## src/rtl/fp_nan_select.sv

```systemverilog
module fp_nan_select #(
  parameter int EXP_W = 8,
  parameter int FRAC_W = 23,
  parameter logic [1+EXP_W+FRAC_W-1:0] INV_WORD = {1'b0, {(EXP_W+FRAC_W){1'b1}}}
) (
  input  logic                      clk,
  input  logic                      rst,
  input  logic                      in_valid,
  input  logic [2:0]                op_class,
  input  logic [1+EXP_W+FRAC_W-1:0] src1,
  input  logic [1+EXP_W+FRAC_W-1:0] src2,
  input  logic [1+EXP_W+FRAC_W-1:0] acc,
  input  logic                      dp_invalid,
  output logic                      out_valid,
  output logic [1+EXP_W+FRAC_W-1:0] result,
  output logic                      override,
  output logic                      invalid
);
  localparam int W = 1 + EXP_W + FRAC_W;
  localparam int QB = FRAC_W - 1;
  localparam logic [W-1:0] QMASK = W'(1) << QB;

  function automatic logic is_nan(input logic [W-1:0] x);
    return (&x[W-2:FRAC_W]) && (|x[FRAC_W-1:0]);
  endfunction

  wire s1_q = is_nan(src1) &  src1[QB];
  wire s1_s = is_nan(src1) & ~src1[QB];
  wire s2_q = is_nan(src2) &  src2[QB];
  wire s2_s = is_nan(src2) & ~src2[QB];
  wire ac_q = is_nan(acc)  &  acc[QB];
  wire ac_s = is_nan(acc)  & ~acc[QB];
  wire arith = op_class <= 3'd5;
  wire fused = (op_class == 3'd4) || (op_class == 3'd5);

  logic [W-1:0] n_res;
  logic n_ovr, n_inv;

  always_comb begin
    n_res = '0;
    n_ovr = 1'b0;
    n_inv = dp_invalid;
    if (arith) begin
      n_ovr = 1'b1;
      if (fused && ac_q)      n_res = acc;
      else if (fused && ac_s) begin n_res = acc | QMASK; n_inv = 1'b1; end
      else if (s2_s)          begin n_res = src2 | QMASK; n_inv = 1'b1; end
      else if (s1_s)          begin n_res = src1 | QMASK; n_inv = 1'b1; end
      else if (s2_q)          n_res = src2;
      else if (s1_q)          n_res = src1;
      else if (dp_invalid)    n_res = INV_WORD;
      else                    n_ovr = 1'b0;
    end
  end

  always_ff @(posedge clk) begin
    if (rst) begin
      out_valid <= 1'b0;
      result    <= '0;
      override  <= 1'b0;
      invalid   <= 1'b0;
    end else begin
      out_valid <= in_valid;
      if (in_valid) begin
        result   <= n_res;
        override <= n_ovr;
        invalid  <= n_inv;
      end
    end
  end

  p_pulse_r1: assert property (@(posedge clk) disable iff (rst)
    in_valid |=> out_valid);
  p_idle_r1: assert property (@(posedge clk) disable iff (rst)
    !in_valid |=> !out_valid);
  p_quiet_out_r3: assert property (@(posedge clk) disable iff (rst)
    (out_valid && override) |-> (is_nan(result) && result[QB]));
  p_zero_pass_r10: assert property (@(posedge clk) disable iff (rst)
    (out_valid && !override) |-> (result == '0));
  p_acc_quiet_r7: assert property (@(posedge clk) disable iff (rst)
    (in_valid && fused && ac_q) |=> (result == $past(acc)));
  p_no_cmp_r11: assert property (@(posedge clk) disable iff (rst)
    (in_valid && !arith) |=> (!override && invalid == $past(dp_invalid)));
  p_dp_inv_r9: assert property (@(posedge clk) disable iff (rst)
    (in_valid && dp_invalid) |=> invalid);
endmodule

```

## config.mk

```make
export PLATFORM = sky130hd
export DESIGN_NAME = fp_nan_select
export DESIGN_NICKNAME = d
export VERILOG_FILES = /design/src/rtl/fp_nan_select.sv
export SDC_FILE = /design/constraint.sdc
export NUM_CORES = 1
export LEC_CHECK = 0
export BUFFER_PORTS_ARGS = -buffer_cell sky130_fd_sc_hd__buf_2
export CORE_UTILIZATION = 45
export CTS_BUF_LIST = sky130_fd_sc_hd__clkbuf_16
export DETAILED_ROUTE_END_ITERATION = 12
export PLACE_DENSITY = 0.86
export SETUP_SLACK_MARGIN = 0.05
export SYNTH_ARGS = -nofsm -noshare
export SYNTH_HDL_FRONTEND = slang
export SYNTH_SLANG_ARGS = --single-unit
```

## constraint.sdc

```tcl
create_clock -name clk -period 2.9 [get_ports clk]
set_input_delay 0.58 -clock clk [delete_from_list [all_inputs] [get_ports clk]]
set_output_delay 0.58 -clock clk [all_outputs]
set_load 0.05 [all_outputs]
```

# Word-level counts from Yosys, hierarchy flattened
# Cells that the tools add are included.
[classes] n_lt_le_gt_ge=1 n_eq_ne=2 muxes=21 n_bitwise=9 reduce_logical=12
[ops] operator="32-bit two-way mux" n=7
[ops] operator="23-bit OR reduction" n=3
[ops] operator="31-bit two-way mux" n=1
[ops] operator="8-bit AND reduction" n=3
[ops] operator="1-bit two-way mux" n=13
[ops] operator="1-bit AND" n=6
[ops] operator="3-bit == test (second input constant)" n=2
[ops] operator="1-bit logical AND" n=5
[ops] operator="3-bit less-or-equal comparator (second input constant)" n=1
[ops] operator="1-bit NOT" n=3
[ops] operator="1-bit logical OR" n=1
[word_totals] ff_bits=35 in_bits=103 output_inout_bits=35 wordCells=49

# Logic depth before layout (Yosys ltp)
[logic_depth] word_depth=10 ltp_mapped=8 depth_no_buf=6

# Worst setup path after synthesis
# No wires, ideal clock.
[synth_timing] kind="input to register" start="in src2[5]" end="reg result[31]" setup_time_ns=0.071 arrival_time_ns=2.037 required_time_ns=2.829 path_slack_ns=0.792 stages=7 cell_sequence="or4_1 -> nor2_2 -> a2111oi_2 -> buf_6 -> or4_4 -> o21ai_2 -> o2bb2ai_1"
[synth_via] elab_chain_cells=9 word_cells_on_any_way=10 classes_between="mux: 6; bitwise: 2; reduce/logical: 2"
[synth_lines] element="start, declared" line="11" rtl="input logic [1+EXP_W+FRAC_W-1:0] src2,"
[synth_lines] element="23-bit OR reduction *" line="24" rtl="return (&x[W-2:FRAC_W]) && (|x[FRAC_W-1:0]);"
[synth_lines] element="1-bit logical AND *" line="24"
[synth_lines] element="1-bit AND" line="29" rtl="wire s2_q = is_nan(src2) & src2[QB];"
[synth_lines] element="32-bit two-way mux" line="49" rtl="else if (s2_q) n_res = src2;"
[synth_lines] element="32-bit two-way mux" line="48" rtl="else if (s1_s) begin n_res = src1 | QMASK; n_inv = 1'b1; end"
[synth_lines] element="32-bit two-way mux *" line="47" rtl="else if (s2_s) begin n_res = src2 | QMASK; n_inv = 1'b1; end"
[synth_lines] element="32-bit two-way mux *" line="46" rtl="else if (fused && ac_s) begin n_res = acc | QMASK; n_inv = 1'b1; end"
[synth_lines] element="32-bit two-way mux *" line="45" rtl="if (fused && ac_q) n_res = acc;"
[synth_lines] element="32-bit two-way mux *" line="43" rtl="if (arith) begin"
[synth_lines] element="end signal, assigned" line="65" rtl="result <= n_res;"
[synth_lines] element="end, declared" line="15" rtl="output logic [1+EXP_W+FRAC_W-1:0] result,"
# Every way passes the cells marked *; elsewhere a longest branch is shown, timed or not.
# A chain may end at the register's enable or synchronous reset.

# Final worst setup path
[layout_timing] start="in src2[22]" end="reg result[20]"
[layout_via] elab_chain_cells=9 word_cells_on_any_way=11 classes_between="mux: 6; bitwise: 3; reduce/logical: 2"
[layout_lines] element="23-bit OR reduction" line="24"
[layout_lines] element="1-bit logical AND" line="24"
[layout_lines] element="1-bit AND" line="29"
[layout_lines] element="32-bit two-way mux" line="49"
[layout_lines] element="32-bit two-way mux" line="48"
[layout_lines] element="32-bit two-way mux *" line="47"
[layout_lines] element="32-bit two-way mux *" line="46"
[layout_lines] element="32-bit two-way mux *" line="45"
[layout_lines] element="32-bit two-way mux *" line="43"
# Marked as above.

==> impl_results.md <==
- WL/cell: 15.8 um
- Top post-synthesis cells by area: dfxtp_1, o221ai_1, o21a_1
- VDD IR max: 0.000351 V
- Total CTS buffers: 5
- Crit Path Max Fanout: 11
- Fin nets: 488
- Critical R2R Capture: result[5]
- DRT met1 WL: 2860 um
- TritonRoute pass-1 iters: 5
- Syn_nets: 353
- Unique cell type count in the Yosys netlist: 40
- Asr flop ratio synth: 0%
- Area delta synth->final: 42.1%
- CP startpoint kind: primary input
- Max Used Layer: met4
- Setup skew after layout: 0 ns
- CTS H-tree lvls: 2
- Buffers on Ports: 136
- Critical Path RT: 3.09 ns
- CTS tree: yes
- Final non-filler cell total: 438
- Final Hold Vio Count: 0
- IO Pins: 138
- Clk sinks: 35
- Site row count: 24
- Total GRT Usage: 28.4%
- Vias in the first global route: 2429
- Iteration-0 DRC Markers: 301
- Die Y: 69.5 um
- First-pass GRT wire length: 11000 um
- Setup WS pre-CTS: 0.0938 ns
- Starting Density: 47.1%
- Final antenna-violating net count: 0
- Period utilization: 88.8%
- Total Wirelength: 6920 um
- Vias: 2609
- Crit Path Category: primary input to flip-flop
- Hold Path Depth: 1
- Die X: 69.5 um
- Synthesized area: 2050 um2
- Critical Path Sink Type: flip-flop
- Sequential-to-total area share from yosys stat: 34.2%
- Status: finished clean
- Hold Startpoint: result[25]
- Hold_buf cts: 0
- Post-synth EDFFs: 0
- Met3 WL: 560 um
- Synthesis-stage register bit count: 35
- Top-count cell post-synth: dfxtp_1
- Mapped Cells: 250
- Worst R2R Setup Slack: 2.11 ns
- Initial antenna violation count: 0
- RePlAce Congestion: 0.835
- Yosys warning count: 0
- Commonest cells in the netlist: dfxtp_1, o221ai_1, nand2_1, nor3_1, o21a_1
- Clock Tree Root: clkbuf_16
- Mapped Avg Cell Area: 8.20 um2
- Max Root-Sink Buffers: 2
- Hpwl dp: 5340 um
- Share of post-route cells with drive strength above 1: 41.7%
- Post-CTS setup buffers: 0
- Total of max-cap violations: 0
- Leak: 1.38 nW
- F_max: 388 MHz
- Ys flop type: dfxtp_1
- Worst-Margin Slew: 1.07 ns
- Die area: 4830 um2
- Length in cells of the worst reg-to-reg path: 3
- RSZ-0062 raised after global routing: false
- Number of inserted diodes: 0
- R2R Path Start: result[5]
- Core region area: 4350 um2
- Max-slew violation count: 0
- Endpoint, Worst Hold: result[25]
- Final setup violation count: 0
- Fin crit period: 2.57 ns
- Cell Pwr Density: 451 nW/um2
- Finished Cell Area: 2910 um2
- Post-Route Setup TNS: 0 ns
- Area fraction of the dominant cell type after synthesis: 34.2%
- Cell taking the most area after synthesis: dfxtp_1
- Cell Count Post-Placement: 430
- Met2 routed WL: 3310 um
- Number of remaining DRC errors: 0
- Via-to-Cell Ratio: 5.96
- Relative slew slack: 28.6%
- GR Overflow Total: 0
- Area after DPL: 2780 um2
- Setup slack after layout: 0.325 ns
- Clk slew on worst S/H paths: 0.05 ns
- Worst-skew pair later-pin latency: 0.27 ns
- Worst hold path class: flip-flop to flip-flop
- Largest net degree at the start of global routing: 23
- Tot Pwr: 1.31 mW
- Critical Path AT: 2.77 ns
- Post-cts resize count: 0
-- through the flow --
stage	util (%)	hold slack (ns)
after floorplan	-	0.652
after global placement	63.7	0.430
after detailed placement	63.7	0.437
after CTS	66.9	0.449
after global routing	66.9	0.465
final	66.9	0.445
-- cells in the final DEF, fill, tap and decap left out, types with 2 or more instances in the layout --
cell | netlist | final
a21o_1 | 10 | 10
nand4_1 | 8 | 8
a21oi_1 | 9 | 9
nor3_1 | 18 | 18
o21ai_1 | 8 | 8
nor2_1 | 9 | 9
dfxtp_1 | 35 | 35
buf_4 | 1 | 9
clkbuf_16 | 0 | 5
inv_1 | 12 | 14
o31ai_1 | 2 | 2
buf_2 | 4 | 136
nor4_1 | 13 | 13
o221ai_1 | 20 | 20
a31oi_1 | 9 | 9
or4_1 | 2 | 2
o21a_1 | 15 | 15
nor2b_1 | 10 | 10
a32oi_1 | 8 | 8
nand2_1 | 19 | 19
o21ai_0 | 8 | 8
o21ai_2 | 2 | 2
-- cell type report --
class / count / area, um2
clock buffer: 5 / 125
clock inverter: 3 / 12.5
sequential: 35 / 701
multi-input combinational: 186 / 1220
timing repair buffer: 145 / 748
inverter: 12 / 45.0
fill: 389 / 1440
tap: 52 / 65.1
-- registers in the layout, indices dropped and copies added (netlist names) --
| register | flops |
|---|---|
| invalid | 1 |
| override | 1 |
| out_valid | 1 |
| result | 32 |
-- cell families after synthesis --
logic type      count (synthesis)  synth area share [%]
compound gates                 99                  35.9
buf+inv                        29                  6.47
flops                          35                  34.2
mux                             1                 0.488
simple gates                   86                  23.0
-- per-layer routing --
metal / vias to the layer above / global-route usage, %
met3: 20 / 7.56
met2: 154 / 46.5
met5: - / 0
met4: 0 / 11.3
met1: 1186 / 35.3
li1: 1249 / -
-- power breakdown --
part | switching, mW | internal [mW]
Combinational | 0.192 | 0.106
Sequential | 0.0114 | 0.507
Clock | 0.186 | 0.310
-- worst max-delay path by stage --
| stage | to | depth (start not counted) | slack (ns) | start |
|---|---|---|---|---|
| finish | result[20] | 8 | 0.33 | src2[22] |
| global route | result[29] | 7 | 0.17 | src2[22] |
| CTS | result[23] | 7 | 0.34 | src2[22] |
| detailed placement | result[23] | 7 | 0.09 | src2[22] |
| floorplan | result[31] | 7 | 0.79 | src2[5] |
| global placement | result[23] | 7 | 0.18 | src2[22] |
-- critical path, stage by stage --
cell and delay (ns):
buf_2 0.15, nor4_1 0.08, and4_1 0.18, a2111oi_2 0.91
nor2_1 0.28, buf_4 0.27, o21a_1 0.12, o31ai_1 0.20
Power figures use the tool's default switching activity.
